--- src/rtl/pgxlat_pkg.sv ---
package pgxlat_pkg;
    localparam int VA_W  = 32;
    localparam int PA_W  = 32;
    localparam int OFF_W = 12;
    localparam int VPN_W = VA_W - OFF_W;
    localparam int PPN_W = PA_W - OFF_W;

    typedef struct packed {
        logic             vld;
        logic             ref_b;
        logic             dirty;
        logic [VPN_W-1:0] vpn;
        logic [PPN_W-1:0] ppn;
    } tlb_ent_t;

    function automatic logic [VPN_W-1:0] page_num(input logic [VA_W-1:0] a);
        return a[VA_W-1:OFF_W];
    endfunction

    function automatic logic [OFF_W-1:0] page_off(input logic [VA_W-1:0] a);
        return a[OFF_W-1:0];
    endfunction
endpackage

--- src/rtl/pgxlat_cam.sv ---
module pgxlat_cam
    import pgxlat_pkg::*;
#(
    parameter int N_ENT = 16,
    localparam int IDX_W = $clog2(N_ENT)
) (
    input  tlb_ent_t         ent [N_ENT],
    input  logic [VPN_W-1:0] key,
    output logic             any,
    output logic [IDX_W-1:0] idx
);
    logic [N_ENT-1:0] match;

    for (genvar g = 0; g < N_ENT; g++) begin : g_cmp
        assign match[g] = ent[g].vld && (ent[g].vpn == key);
    end

    always_comb begin
        idx = '0;
        for (int i = N_ENT - 1; i >= 0; i--) begin
            if (match[i]) idx = IDX_W'(i);
        end
    end

    assign any = |match;
endmodule

--- src/rtl/pgxlat_lru.sv ---
module pgxlat_lru #(
    parameter int N_ENT = 16,
    localparam int IDX_W = $clog2(N_ENT)
) (
    input  logic             clk,
    input  logic             rst,
    input  logic             upd,
    input  logic [IDX_W-1:0] upd_idx,
    input  logic [N_ENT-1:0] vld,
    output logic [IDX_W-1:0] victim
);
    logic [IDX_W-1:0] age [N_ENT];
    logic [IDX_W-1:0] used_age;

    assign used_age = age[upd_idx];

    for (genvar g = 0; g < N_ENT; g++) begin : g_age
        always_ff @(posedge clk) begin
            if (rst) begin
                age[g] <= IDX_W'(g);
            end else if (upd) begin
                if (upd_idx == IDX_W'(g))  age[g] <= '0;
                else if (age[g] < used_age) age[g] <= age[g] + 1'b1;
            end
        end
    end

    always_comb begin
        logic found_free;
        logic [IDX_W-1:0] oldest;
        found_free = 1'b0;
        victim     = '0;
        oldest     = '0;
        for (int i = N_ENT - 1; i >= 0; i--) begin
            if (!vld[i]) begin
                victim     = IDX_W'(i);
                found_free = 1'b1;
            end
        end
        if (!found_free) begin
            for (int i = 0; i < N_ENT; i++) begin
                if (age[i] >= oldest) begin
                    oldest = age[i];
                    victim = IDX_W'(i);
                end
            end
        end
    end
endmodule

--- src/rtl/pgxlat_tlb.sv ---
module pgxlat_tlb
    import pgxlat_pkg::*;
#(
    parameter int N_ENT = 16,
    localparam int IDX_W = $clog2(N_ENT)
) (
    input  logic             clk,
    input  logic             rst,
    input  logic             lk_valid,
    input  logic             lk_write,
    input  logic [VA_W-1:0]  lk_vaddr,
    output logic             lk_hit,
    output logic             lk_miss,
    output logic [PA_W-1:0]  lk_paddr,
    output logic             lk_ref,
    output logic             lk_dirty,
    input  logic             rf_valid,
    input  logic [VPN_W-1:0] rf_vpn,
    input  logic [PPN_W-1:0] rf_ppn,
    input  logic             rf_dirty,
    input  logic             clr_ref
);
    tlb_ent_t         ent [N_ENT];
    logic [N_ENT-1:0] vld_vec;
    logic             lk_any, rf_any, lk_touch;
    logic [IDX_W-1:0] lk_idx, rf_idx, victim, rf_tgt, lru_idx;

    pgxlat_cam #(.N_ENT(N_ENT)) u_lk_cam (
        .ent(ent), .key(page_num(lk_vaddr)), .any(lk_any), .idx(lk_idx));

    pgxlat_cam #(.N_ENT(N_ENT)) u_rf_cam (
        .ent(ent), .key(rf_vpn), .any(rf_any), .idx(rf_idx));

    for (genvar g = 0; g < N_ENT; g++) begin : g_vld
        assign vld_vec[g] = ent[g].vld;
    end

    assign rf_tgt   = rf_any ? rf_idx : victim;
    assign lk_touch = lk_valid && lk_any && !rf_valid;
    assign lru_idx  = rf_valid ? rf_tgt : lk_idx;

    pgxlat_lru #(.N_ENT(N_ENT)) u_lru (
        .clk(clk), .rst(rst), .upd(rf_valid || lk_touch),
        .upd_idx(lru_idx), .vld(vld_vec), .victim(victim));

    for (genvar g = 0; g < N_ENT; g++) begin : g_ent
        always_ff @(posedge clk) begin
            if (rst) begin
                ent[g] <= '0;
            end else begin
                if (clr_ref) ent[g].ref_b <= 1'b0;
                if (lk_touch && lk_idx == IDX_W'(g)) begin
                    ent[g].ref_b <= 1'b1;
                    if (lk_write) ent[g].dirty <= 1'b1;
                end
                if (rf_valid && rf_tgt == IDX_W'(g)) begin
                    ent[g] <= '{vld: 1'b1, ref_b: 1'b0, dirty: rf_dirty,
                                vpn: rf_vpn, ppn: rf_ppn};
                end
            end
        end
    end

    assign lk_hit   = lk_valid && lk_any;
    assign lk_miss  = lk_valid && !lk_any;
    assign lk_paddr = {ent[lk_idx].ppn, page_off(lk_vaddr)};
    assign lk_ref   = lk_hit && ent[lk_idx].ref_b;
    assign lk_dirty = lk_hit && ent[lk_idx].dirty;
endmodule

--- config.mk ---
export PLATFORM = sky130hd
export DESIGN_NAME = pgxlat_tlb
export DESIGN_NICKNAME = d
export VERILOG_FILES = /design/src/rtl/pgxlat_pkg.sv /design/src/rtl/pgxlat_cam.sv /design/src/rtl/pgxlat_lru.sv /design/src/rtl/pgxlat_tlb.sv
export SDC_FILE = /design/constraint.sdc
export NUM_CORES = 2
export LEC_CHECK = 0
export CELL_PAD_IN_SITES_DETAIL_PLACEMENT = 0
export CELL_PAD_IN_SITES_GLOBAL_PLACEMENT = 1
export CORE_MARGIN = 2
export CORE_UTILIZATION = 50
export CTS_CLUSTER_SIZE = 40
export DETAILED_ROUTE_END_ITERATION = 16
export DONT_BUFFER_PORTS = 1
export GPL_ROUTABILITY_DRIVEN = 0
export PLACE_DENSITY_LB_ADDON = 0.1
export REMOVE_ABC_BUFFERS = 1
export SKIP_CTS_REPAIR_TIMING = 1
export SLEW_MARGIN = 20
export SYNTH_ARGS = -nofsm -noshare
export SYNTH_HDL_FRONTEND = slang
export SYNTH_HIERARCHICAL = 1
export SYNTH_SLANG_ARGS = --single-unit
--- constraint.sdc ---
create_clock -name clk -period 27.7 [get_ports clk]
set_input_delay 6.925 -clock clk [delete_from_list [all_inputs] [get_ports clk]]
set_output_delay 6.925 -clock clk [all_outputs]
set_load 0.02 [all_outputs]
==> impl_results.md <==
* Area of the multi-input gates at 0.02557 mm^2
* Syn_area_per_cell at 8.817 um^2
* Register area at 0.01570 mm^2
* Pre-antenna DRT Iters at 7
* Static leakage at 14.85 nW
* Latest clock arrival within the worst-skew pair at 0.67 ns
* Worst Max-Slew Pin Slew at 1.103 ns
* Yosys warnings at 6
* Min Tclk post-route at 25.96 ns
* CTS tree: yes
* Pins Over Slew Limit at 0
* Vias in the first global route at 33030
* Slowest cell on the critical path: mux4_2
* Max Fclk at 38.52 MHz
* DRT iter0 DRCs at 3230
* Slew HR at 26.50%
* First-pass GRT wire length at 210800 um
* Initial core utilization at 50.42%
* Synth Area in XOR/XNOR at 13.45%
* Post-synth EDFFs at 64
* Num CTS Buffers at 86
* Clk root buf: clkbuf_16
* Top_reg_cell synth: dfxtp_1
* Ys async rst share at 0%
* R2R Setup Slk at 1.74 ns
* Period utilization at 93.73%
* Proportion of synthesized area in mux cells at 10.88%
* CP max stage delay at 0.51 ns
* CP Max Fanout at 23
* DP Wirelength at 80520 um
* PortBufs at 0
* N_diodes at 0
* Die width at 299.8 um
* Synth top cells by count: nand2_1, dfxtp_1, xnor2_1
* Vias per cell at 5.877
* Clk buf depth at 3
* Mapped Cells at 4961
* Final setup TNS at 0 ns
* Total GRT Usage at 30.31%
* Critical path class: flip-flop to flip-flop
* CP most frequent cell: ha_1
* Mapped Area at 0.04374 mm^2
* Final worst setup slack at 1.736 ns
* Largest net degree at the start of global routing at 707
* Row Count at 108
* Routed Antenna Nets at 0
* Part of the Yosys area used for sequential elements at 35.88%
* FF+latch count, synth at 752
* Compound-Gate Fraction of Synth Area at 12.49%
* Antenna violations before repair at 0
* Wire per inst at 23.44 um
* Die area at 0.08986 mm^2
* Max VDD drop at 0.1019 mV
* Synth Area in Adders at 3.047%
* # DRC at 0
* Setup violators final at 0
* Max Cap Viol at 0
* Simple-Gate Fraction of Synth Area at 18.03%
* Hold Fails Final Rpt at 0
* Area contributors post-synth: dfxtp_1, xnor2_1, nand2_1, mux4_2, a21oi_1
* Synth top area share at 31.49%
* Post-synthesis cell type count at 105
* Area leader, netlist: dfxtp_1
* Die Y at 299.8 um
* HP Class: flip-flop to flip-flop
* Crit start category: flip-flop
* Pre-CTS setup slack at 0.08726 ns
* CP Capture Type: flip-flop
* Count leader, synth: nand2_1
* H-tree Lvls at 3
* IO Pins at 115
* Largest family of logic cells by synthesized area: simple AND/OR/NAND/NOR gates
* Crit path arrival time at 26.29 ns
* Final Skew at 0.06957 ns
* CTS sink count at 752
* Layout cell share with drive strength beyond 1 at 10.23%
* Core footprint at 0.08675 mm^2
* Post-Layout Inst Area at 0.04641 mm^2
* Outcome: finished, final reports clean
* CP required at 28.02 ns
* DRT Wirelength at 139100 um
* Vias at 34870
* P per Cell Area at 78.71 mW/mm^2
* Filler instances at 8178
* Placed Area at 0.04321 mm^2
* Final nets at 4901
* Area Growth Syn to Fin at 6.099%
* Worst-path clk slew at 0.06 ns
* GRT Residual Overflow at 0
-- layout make-up --
type / count / share of cell area, %
well taps: 1155 / 3.114
clock inverters: 24 / 0.6417
clock buffers: 124 / 5.449
inverters: 62 / 0.5096
repair buffers: 75 / 1.359
multi-input cells: 3741 / 55.11
flip-flops and latches: 752 / 33.82
-- final timing paths --
check	end	start	cells past startpoint
min	ent[517]	ent[517]	2
max reg2reg	u_lru/age[5][3]	u_lru/age[1][2]	119
max	u_lru/age[5][3]	u_lru/age[1][2]	119
min reg2reg	ent[517]	ent[517]	2
-- cells in the final DEF (no fill, tap or decap), types with 71 or more instances in the layout --
cell         n
nand3_1     71
buf_4       71
nand2_1    978
nand4_1    129
clkbuf_16   89
ha_1       103
xor2_1     179
nor4_1      73
mux4_2     108
dfxtp_1    688
mux2i_1    216
a21oi_2     78
xnor2_1    489
a21oi_1    442
nor2_1     313
-- critical path, delay by kind of cell (launching register included) --
family	cells	cell delay, ns
muxes	14	4.88
adders and majority gates	18	5.10
AOI/OAI and AO/OA	54	10.38
DFF	1	0.50
buffers and inverters	5	0.65
and+or+nand+nor	28	4.05
-- state kept, by name (all words and copies together), names as in the netlist --
name / count
ent: 688
u_lru/age: 64
-- through the flow --
stage | cells | utilization, % | hold WS, ns | total power [mW]
final | 5933 | 53.49 | 0.4476 | 3.653
after global routing | 5933 | 53.49 | 0.4607 | 3.861
after CTS | 5907 | 53.07 | 0.4510 | 3.535
after detailed placement | 5759 | 49.81 | 0.4431 | 2.383
after global placement | 5758 | 49.79 | 0.4380 | 2.386
after floorplan | 4555 | - | 0.4271 | 2.126
-- logic make-up (layout without fill, tap and decap cells) --
logic type               after synthesis  count (layout)
flip-flops                           752             752
adder cells (fa/ha/maj)              107             107
XOR/XNOR                             670             670
multiplexers                         338             338
AND/OR/NAND/NOR                     1783            1783
AO/OA/AOI/OAI                        843             843
buffers and inverters                468             285
-- routing by layer --
layer / vias up / wire length (um) / track usage, % / part of all wire (%)
li1: 16590 / - / - / -
met1: 17000 / 62590 / 42.07 / 45
met2: 1044 / 64550 / 49.71 / 46
met3: 227 / 8550 / 4.278 / 6.1
met4: 0 / 3390 / 7.619 / 2.4
met5: - / 0 / 0 / 0
-- power by group --
group	leakage [nW]	internal (mW)	switching, mW
clock network	1.39	0.663	0.479
registers	6.13	1.12	0.0268
logic	7.34	0.594	0.773
total	14.9	2.37	1.28
Power figures use the tool's default switching activity.
